### config.mk
export PLATFORM = sky130hd
export DESIGN_NAME = fm_reg_decoder
export DESIGN_NICKNAME = d
export VERILOG_FILES = /design/src/rtl/fm_dec_pkg.sv /design/src/rtl/fm_bank_latch.sv /design/src/rtl/fm_reg_classify.sv /design/src/rtl/fm_freq_store.sv /design/src/rtl/fm_reg_decoder.sv
export SDC_FILE = /design/constraint.sdc
export NUM_CORES = 1
export LEC_CHECK = 0
export CELL_PAD_IN_SITES_DETAIL_PLACEMENT = 1
export CELL_PAD_IN_SITES_GLOBAL_PLACEMENT = 2
export CORE_ASPECT_RATIO = 0.75
export CORE_MARGIN = 1
export CORE_UTILIZATION = 42
export CTS_BUF_LIST = sky130_fd_sc_hd__clkbuf_4 sky130_fd_sc_hd__clkbuf_8
export DETAILED_ROUTE_END_ITERATION = 7
export HOLD_SLACK_MARGIN = 0.06
export PLACE_DENSITY_LB_ADDON = 0.1
export SLEW_MARGIN = 0
export SYNTH_ARGS = -nofsm -noshare
export SYNTH_HDL_FRONTEND = slang
export SYNTH_HIERARCHICAL = 1
export SYNTH_SLANG_ARGS = --single-unit
export TNS_END_PERCENT = 30
### constraint.sdc
create_clock -name clk -period 10.8 [get_ports clk]
set_input_delay 2.16 -clock clk [delete_from_list [all_inputs] [get_ports clk]]
set_output_delay 2.16 -clock clk [all_outputs]
set_load 0.01 [all_outputs]
### src/rtl/fm_dec_pkg.sv
// Shared register numbers and the decode class for the FM register decoder.
package fm_dec_pkg;

    typedef enum logic [3:0] {
        K_NONE, K_TA_HI, K_TA_LO, K_TB, K_KEY, K_PCM_D, K_PCM_EN,
        K_OP, K_FLO, K_FHI, K_ALG
    } reg_kind_e;

    localparam logic [7:0] RN_TA_HI  = 8'h24;
    localparam logic [7:0] RN_TA_LO  = 8'h25;
    localparam logic [7:0] RN_TB     = 8'h26;
    localparam logic [7:0] RN_KEY    = 8'h28;
    localparam logic [7:0] RN_PCM_D  = 8'h2A;
    localparam logic [7:0] RN_PCM_EN = 8'h2B;
    localparam logic [3:0] OP_FIRST  = 4'h3;
    localparam logic [3:0] OP_LAST   = 4'h9;
    localparam logic [5:0] QD_FLO    = 6'b101000;
    localparam logic [5:0] QD_FHI    = 6'b101001;
    localparam logic [5:0] QD_ALG    = 6'b101100;

endpackage

### src/rtl/fm_bank_latch.sv
// Register-number latch for one bank.
// Assumes: ld is a single-cycle write to the bank's even offset.
module fm_bank_latch (
    input  logic       clk,
    input  logic       rst_n,
    input  logic       ld,
    input  logic [7:0] din,
    output logic [7:0] sel
);
    // Hold the last register number written to this bank.
    always_ff @(posedge clk) begin
        if (!rst_n)  sel <= '0;
        else if (ld) sel <= din;
    end
endmodule

### src/rtl/fm_reg_classify.sv
// Combinational classification of a register number into a decode class,
// with its channel and operator indices.
// Assumes: VPB <= 3, so register bits 1:0 address the voices of one bank.
module fm_reg_classify
    import fm_dec_pkg::*;
#(
    parameter int VPB  = 3,
    parameter int CH_W = 3
) (
    input  logic [7:0]      reg_num,
    input  logic            bank,
    output reg_kind_e       kind,
    output logic [CH_W-1:0] chan,
    output logic [1:0]      op
);
    logic slot_ok;

    assign slot_ok = (32'(reg_num[1:0]) < VPB);
    assign chan    = CH_W'(reg_num[1:0]) + (bank ? CH_W'(VPB) : '0);
    assign op      = reg_num[3:2];

    // Map the register number onto its decode class.
    always_comb begin
        kind = K_NONE;
        if (reg_num == RN_TA_HI)                                   kind = K_TA_HI;
        else if (reg_num == RN_TA_LO)                              kind = K_TA_LO;
        else if (reg_num == RN_TB)                                 kind = K_TB;
        else if (reg_num == RN_KEY)                                kind = K_KEY;
        else if (reg_num == RN_PCM_D)                              kind = K_PCM_D;
        else if (reg_num == RN_PCM_EN)                             kind = K_PCM_EN;
        else if (reg_num[7:4] >= OP_FIRST && reg_num[7:4] <= OP_LAST && slot_ok)
                                                                   kind = K_OP;
        else if (reg_num[7:2] == QD_FLO && slot_ok)                kind = K_FLO;
        else if (reg_num[7:2] == QD_FHI && slot_ok)                kind = K_FHI;
        else if (reg_num[7:2] == QD_ALG && slot_ok)                kind = K_ALG;
    end
endmodule

### src/rtl/fm_freq_store.sv
// Per-channel frequency word store; merges the low and high writes into one
// update strobe carrying the channel's complete frequency number and block.
// Assumes: at most one of we_lo/we_hi is high and chan < NUM_CH.
module fm_freq_store #(
    parameter int NUM_CH = 6,
    parameter int CH_W   = 3
) (
    input  logic            clk,
    input  logic            rst_n,
    input  logic            we_lo,
    input  logic            we_hi,
    input  logic [CH_W-1:0] chan,
    input  logic [7:0]      din,
    output logic            stb,
    output logic [CH_W-1:0] chan_o,
    output logic [10:0]     fnum,
    output logic [2:0]      block
);
    logic [7:0] lo_q  [NUM_CH];
    logic [2:0] hi_q  [NUM_CH];
    logic [2:0] blk_q [NUM_CH];

    // Store the written part and present the merged word.
    always_ff @(posedge clk) begin
        if (!rst_n) begin
            for (int i = 0; i < NUM_CH; i++) begin
                lo_q[i]  <= '0;
                hi_q[i]  <= '0;
                blk_q[i] <= '0;
            end
            stb    <= 1'b0;
            chan_o <= '0;
            fnum   <= '0;
            block  <= '0;
        end else begin
            stb <= we_lo | we_hi;
            if (we_lo) begin
                lo_q[chan] <= din;
                chan_o     <= chan;
                fnum       <= {hi_q[chan], din};
                block      <= blk_q[chan];
            end else if (we_hi) begin
                hi_q[chan]  <= din[2:0];
                blk_q[chan] <= din[5:3];
                chan_o      <= chan;
                fnum        <= {din[2:0], lo_q[chan]};
                block       <= din[5:3];
            end
        end
    end
endmodule

### src/rtl/fm_reg_decoder.sv
// Banked register write decoder for a six-voice FM synthesizer.
// Two bank latches select register numbers; data writes become one-cycle
// typed strobes. Reads return the timer overflow flags.
// Assumes: one bus access per cycle; status flags come from the timer block.
module fm_reg_decoder
    import fm_dec_pkg::*;
#(
    parameter int VOICES_PER_BANK = 3
) (
    input  logic        clk,
    input  logic        rst_n,
    input  logic        bus_wr,
    input  logic        bus_rd,
    input  logic [1:0]  bus_addr,
    input  logic [7:0]  bus_wdata,
    output logic [7:0]  bus_rdata,
    input  logic        tmr_a_ovf,
    input  logic        tmr_b_ovf,
    output logic        ta_stb,
    output logic [9:0]  ta_value,
    output logic        tb_stb,
    output logic [7:0]  tb_value,
    output logic        key_stb,
    output logic [2:0]  key_chan,
    output logic [3:0]  key_mask,
    output logic        freq_stb,
    output logic [2:0]  freq_chan,
    output logic [10:0] freq_fnum,
    output logic [2:0]  freq_block,
    output logic        alg_stb,
    output logic [2:0]  alg_chan,
    output logic [2:0]  alg_sel,
    output logic        pcm_en,
    output logic        pcm_stb,
    output logic [7:0]  pcm_data,
    output logic        op_stb,
    output logic [2:0]  op_group,
    output logic [2:0]  op_chan,
    output logic [1:0]  op_idx,
    output logic [7:0]  op_data
);
    localparam int NUM_CH = 2 * VOICES_PER_BANK;
    localparam int CH_W   = 3;

    logic [7:0]      sel [2];
    logic [7:0]      cur_sel;
    logic            data_wr;
    reg_kind_e       kind;
    logic [CH_W-1:0] dchan;
    logic [1:0]      dop;

    // One latch per bank.
    for (genvar b = 0; b < 2; b++) begin : g_bank
        fm_bank_latch u_lat (
            .clk   (clk),
            .rst_n (rst_n),
            .ld    (bus_wr && !bus_addr[0] && (bus_addr[1] == 1'(b))),
            .din   (bus_wdata),
            .sel   (sel[b])
        );
    end

    assign cur_sel = sel[bus_addr[1]];
    assign data_wr = bus_wr && bus_addr[0] && (cur_sel != 8'h00);

    fm_reg_classify #(.VPB(VOICES_PER_BANK), .CH_W(CH_W)) u_cls (
        .reg_num (cur_sel),
        .bank    (bus_addr[1]),
        .kind    (kind),
        .chan    (dchan),
        .op      (dop)
    );

    fm_freq_store #(.NUM_CH(NUM_CH), .CH_W(CH_W)) u_freq (
        .clk    (clk),
        .rst_n  (rst_n),
        .we_lo  (data_wr && kind == K_FLO),
        .we_hi  (data_wr && kind == K_FHI),
        .chan   (dchan),
        .din    (bus_wdata),
        .stb    (freq_stb),
        .chan_o (freq_chan),
        .fnum   (freq_fnum),
        .block  (freq_block)
    );

    // Status byte on read.
    assign bus_rdata = bus_rd ? {6'b0, tmr_a_ovf, tmr_b_ovf} : 8'h00;

    // Register the decoded fields and raise the matching strobe.
    always_ff @(posedge clk) begin
        if (!rst_n) begin
            ta_stb <= 1'b0; ta_value <= '0;
            tb_stb <= 1'b0; tb_value <= '0;
            key_stb <= 1'b0; key_chan <= '0; key_mask <= '0;
            alg_stb <= 1'b0; alg_chan <= '0; alg_sel <= '0;
            pcm_en <= 1'b0; pcm_stb <= 1'b0; pcm_data <= '0;
            op_stb <= 1'b0; op_group <= '0; op_chan <= '0; op_idx <= '0; op_data <= '0;
        end else begin
            ta_stb  <= 1'b0;
            tb_stb  <= 1'b0;
            key_stb <= 1'b0;
            alg_stb <= 1'b0;
            pcm_stb <= 1'b0;
            op_stb  <= 1'b0;
            if (data_wr) begin
                case (kind)
                    K_TA_HI: begin ta_stb <= 1'b1; ta_value <= {bus_wdata, ta_value[1:0]}; end
                    K_TA_LO: begin ta_stb <= 1'b1; ta_value <= {ta_value[9:2], bus_wdata[1:0]}; end
                    K_TB:    begin tb_stb <= 1'b1; tb_value <= bus_wdata; end
                    K_KEY: begin
                        if (32'(bus_wdata[2:0]) < NUM_CH) begin
                            key_stb  <= 1'b1;
                            key_chan <= bus_wdata[2:0];
                            key_mask <= bus_wdata[7:4];
                        end
                    end
                    K_PCM_EN: pcm_en <= bus_wdata[7];
                    K_PCM_D: begin
                        if (pcm_en) begin
                            pcm_stb  <= 1'b1;
                            pcm_data <= bus_wdata;
                        end
                    end
                    K_OP: begin
                        op_stb   <= 1'b1;
                        op_group <= 3'(cur_sel[7:4] - OP_FIRST);
                        op_chan  <= dchan;
                        op_idx   <= dop;
                        op_data  <= bus_wdata;
                    end
                    K_ALG: begin
                        alg_stb  <= 1'b1;
                        alg_chan <= dchan;
                        alg_sel  <= bus_wdata[2:0];
                    end
                    default: ;
                endcase
            end
        end
    end
endmodule

* Word level (Yosys, flattened, before mapping)
Memories as Yosys holds them, arrays and structs flattened. A register that Yosys moved wholly into a read port is not among the register bits. Cells that the tools add are included.
Storage, ports and cells: flip-flop bits (word level) 82, RAM bits 84, input bits 16, output and inout bits 88, memories kept 3
Operators by class: add/subtract/negate cells 2, magnitude comparators 5, equal/unequal tests 19, muxes and demuxes 41, bitwise operators 5, reductions and logical operators 33
Memory list:
- u_freq.lo_q | depth 6, width 8, rd ports 1, clocked after Yosys merged registers in 1, wr ports 6, line fm_freq_store.sv:19 | logic [7:0] lo_q [NUM_CH];
- u_freq.blk_q | depth 6, width 3, rd ports 1, clocked after Yosys merged registers in 1, wr ports 6, line fm_freq_store.sv:21 | logic [2:0] blk_q [NUM_CH];
- u_freq.hi_q | depth 6, width 3, rd ports 1, clocked after Yosys merged registers in 1, wr ports 6, line fm_freq_store.sv:20 | logic [2:0] hi_q [NUM_CH];
Operator list (count):
- $eq 8x6->1 const B | 6
- $mux 4 | 10
- $mux 8 | 4
- $mux 3 | 7
- $pmux 10 s2 | 1
- $eq 6x6->1 const B | 3
- $reduce_and 3->1 | 6
- $mux 1 | 17
- $eq 4x3->1 const B | 4
- $eq 4x4->1 const B | 3
- $logic_and 1x1->1 | 12
- $reduce_and 2->1 | 5
- $eq 4x2->1 const B | 2
- $reduce_bool 8->1 | 1
- $reduce_or 8->1 | 1
- $reduce_or 3->1 | 2
- $eq 4x1->1 const B | 1
- $ge 4x2->1 const B | 1
- $le 4x4->1 const B | 1
- $logic_not 1->1 | 4
- $mux 2 | 2
- $add 2x3->3 | 1
- $lt 3x3->1 const B | 1
- $not 1->1 | 3
- other kinds (7) | 7

* Logic depth before layout (Yosys ltp)
depth after elaboration 24, mapped depth 15

* Cells and area by module
Netlist, hierarchy kept.
Modules (own cells, without submodules):
- fm_freq_store | instances 1, cells each 441, area an instance 5740.5 um2, seq. area each 3723.6 um2
- fm_reg_decoder | instances 1, cells each 277, area an instance 2700.1 um2, seq. area each 1241.2 um2
- fm_bank_latch | instances 2, cells each 25, area an instance 301.5 um2, seq. area each 160.2 um2
- fm_reg_classify | instances 1, cells each 27, area an instance 207.7 um2, seq. area each 0.0 um2

* Least setup slack after synthesis
Ideal clock, no wire load.
path type input to register, start input port bus_addr[1], end memory u_freq.blk_q[5][0], enable pin, library setup time 0.389 ns, arrival 5.563 ns, required time 10.411 ns, path slack 4.848 ns, stages on the path 11, buffers on the path 3, cells stage by stage buf_2 mux2i_1 inv_1 or4_4 o311ai_2 and2b_1 nor2b_1 buf_2 buf_2 inv_1 o41ai_1
RTL lines:
- start, declared | line fm_reg_decoder.sv:14 | input logic [1:0] bus_addr,
- end, declared | line fm_freq_store.sv:21

==> results.json <==
{
  "wl_um": 25030,
  "setup-violations-final": 0,
  "pin_count": 104,
  "startpoint_type": "primary input",
  "synth-seq-area-share_pct": 57.13,
  "synthTopCellsByCount": "edfxtp_1, nand2_1, dfxtp_1, mux2i_1, nor2_1",
  "die_w_um": 173.4,
  "fin_crit_sh_pct": 60.08,
  "cts_resized": 0,
  "drv_cap": 0,
  "yosysTopAreaCell": "edfxtp_1",
  "coreArea_um2": 21350,
  "wl_met2_um": 11440,
  "power.density_nw_per_um2": 149.9,
  "yosys.area_share.simple_pct": 16.31,
  "routed_via_density": 5.376,
  "maxSlewViolCount": 0,
  "antenna_found_initial": 0,
  "drc_errors": 0,
  "synth.most_common_cell": "edfxtp_1",
  "leakage_uw": 0.004165,
  "synth_top_family_by_area": "simple AND/OR/NAND/NOR gates",
  "grt_pass1_vias": 6617,
  "rows": 46,
  "hold_violations": 0,
  "wl_per_cell_um": 20.93,
  "synth.top_cells.by_area": "edfxtp_1, dfxtp_1, mux2i_1, mux2_2, nand2_1",
  "rsz0062_at_grt": "no",
  "cts_max_level": 2,
  "yosysWarnings": 6,
  "top_layer": "met4",
  "syn_inst": 795,
  "dr.pass1.iters": 5,
  "relSlewSlack_pct": 18.49,
  "synth_edf_count": 112,
  "crit_path_end_kind": "register",
  "fmax_ghz": 0.1541,
  "first_iter_violations": 441,
  "postSynth.asyncResetShare_pct": 0,
  "register_area_um2": 5285,
  "synthAdderAreaFrac_pct": 0.6221,
  "status": "completed",
  "grt_pass1_wl_um": 38030,
  "synth_top_area_share_pct": 36.35,
  "fin_skew_ps": 17.70,
  "portBuffers": 97,
  "ys.flop_type": "edfxtp_1",
  "synth_area_um2": 9251,
  "path_clk_slew_ps": 60,
  "synth_mux_area_share_pct": 16.20,
  "final_antenna_net_count": 0,
  "post_cts_buffers": 0,
  "ir_drop_uv": 86.44,
  "multi_input_comb_area_um2": 3576,
  "place_congestion": 0.8475,
  "clock_latency_ps": 510,
  "crit_arrival_ps": 6600,
  "dpl.hpwl_um": 17950,
  "synth_xor_area_share_pct": 0.1893,
  "tightest_slew_ps": 1207,
  "met1_length_um": 11640,
  "synth_compound_area_share_pct": 5.004,
  "cts_buffers": 35,
  "utilization_pct": 51.47,
  "syn_to_final_growth_pct": 18.80,
  "fin_setup_tns_ps": 0,
  "die_area_um2": 22630,
  "cts_tree": "built",
  "cts.sinks": 208,
  "vias": 6430,
  "finalNetCount": 906,
  "ys_ff_latch": 208,
  "initial_core_util_pct": 43.33,
  "syn_avg_cell_area_um2": 11.64,
  "cts_hold_buffers": 0,
  "crit_required_ps": 10910,
  "fp.dieH_um": 130.5,
  "cts_root_buf": "clkbuf_8",
  "dr_wl_met3_um": 1469,
  "grt_max_degree": 84,
  "path_class": "in -> reg",
  "ys_types": 60,
  "final_layout_size_suffix_gt1_share_pct": 16.21,
  "clockBufferDepth": 3,
  "crit_fanout": 21,
  "grt_usage_pct": 22.18,
  "fill_cells": 2250,
  "gr-total-overflow": 0,
  "min_period_ps": 6489,
  "hold_class": "reg -> reg"
}
## state kept, by name, summed over array words and instances (netlist names), 2 cells and up
signal,count
key_mask,4
tb_value,8
op_idx,2
u_freq/block,3
key_chan,3
g_bank.u_lat/sel,16
u_freq/blk_q,24
alg_chan,3
pcm_data,8
u_freq/lo_q,64
ta_value,10
op_data,8
alg_sel,3
op_chan,3
u_freq/chan_o,3
u_freq/fnum,11
u_freq/hi_q,24
op_group,3
## per-layer routing
metal,global-route usage (%),up-vias
met5,0,-
met3,4.485,45
met1,30.22,3192
met2,35.91,209
li1,-,2984
met4,6.819,0
## layout make-up
cell class              count  area share, %
diodes                      1        0.02277
clock buffers              54          5.908
clock inverters             4         0.1594
inverters                  21         0.7172
multi-input cells         516          32.54
flip-flops and latches    208          48.09
well taps                 288          3.279
repair buffers            104          9.290
## where the power goes
part           switching [uW]  internal [uW]
registers                5.87            843
clock network             299            379
logic                    74.9           45.4
total                     380           1270
## cells in the final DEF (no fill, tap or decap), types with 15 or more instances in the layout
cell type and instances:
o22ai_1 28, clkbuf_8 39, inv_1 21, dfxtp_1 96, mux2i_1 80, nand3_1 17
nand2_1 107, mux2_2 62, and2_1 26, nor2_1 67, nor2b_1 23, clkdlybuf4s50_1 96
edfxtp_1 112, clkbuf_4 15
## final timing paths
| kind | from | endpoint | slack, ps | cells after the start |
|---|---|---|---|---|
| worst max-delay path | bus_addr[1] | u_freq/hi_q[5][2] | 4310 | 10 |
| worst min-delay path | op_group[0] | op_group[0] | 460 | 2 |
| worst max register to register | g_bank[1].u_lat/sel[4] | u_freq/hi_q[5][2] | 6670 | 9 |
| worst min register to register | op_group[0] | op_group[0] | 460 | 2 |
## critical path: stages
cell	delay [ps]
clkdlybuf4s50_1	880
mux2i_1	380
inv_1	180
or4_4	590
o311ai_2	510
and2b_1	300
nor2b_2	170
buf_4	310
inv_1	80
o41ai_1	1030
## metrics by stage
step | instance area, um2 | cells | total power, uW | setup WS (ps) | hold slack (ps)
detailed placement | 10320 | 1137 | 985.8 | 3860 | 455.6
finish | 10990 | 1196 | 1648 | 4311 | 458.3
floorplan | 9270 | 800 | 947.8 | 4848 | 479.0
global route | 10990 | 1195 | 1715 | 4067 | 482.0
CTS | 10990 | 1195 | 1669 | 4383 | 463.0
global placement | 10320 | 1137 | 982.9 | 4128 | 445.7
## logic make-up after synthesis
| kind of cell | count (synthesis) |
|---|---|
| xor+xnor | 2 |
| simple gates | 293 |
| buf+inv | 76 |
| fa+ha+maj | 4 |
| other cells | 1 |
| compound gates | 69 |
| mux | 142 |
| flops | 208 |
Note: power is estimated with default switching activity, not from simulation.
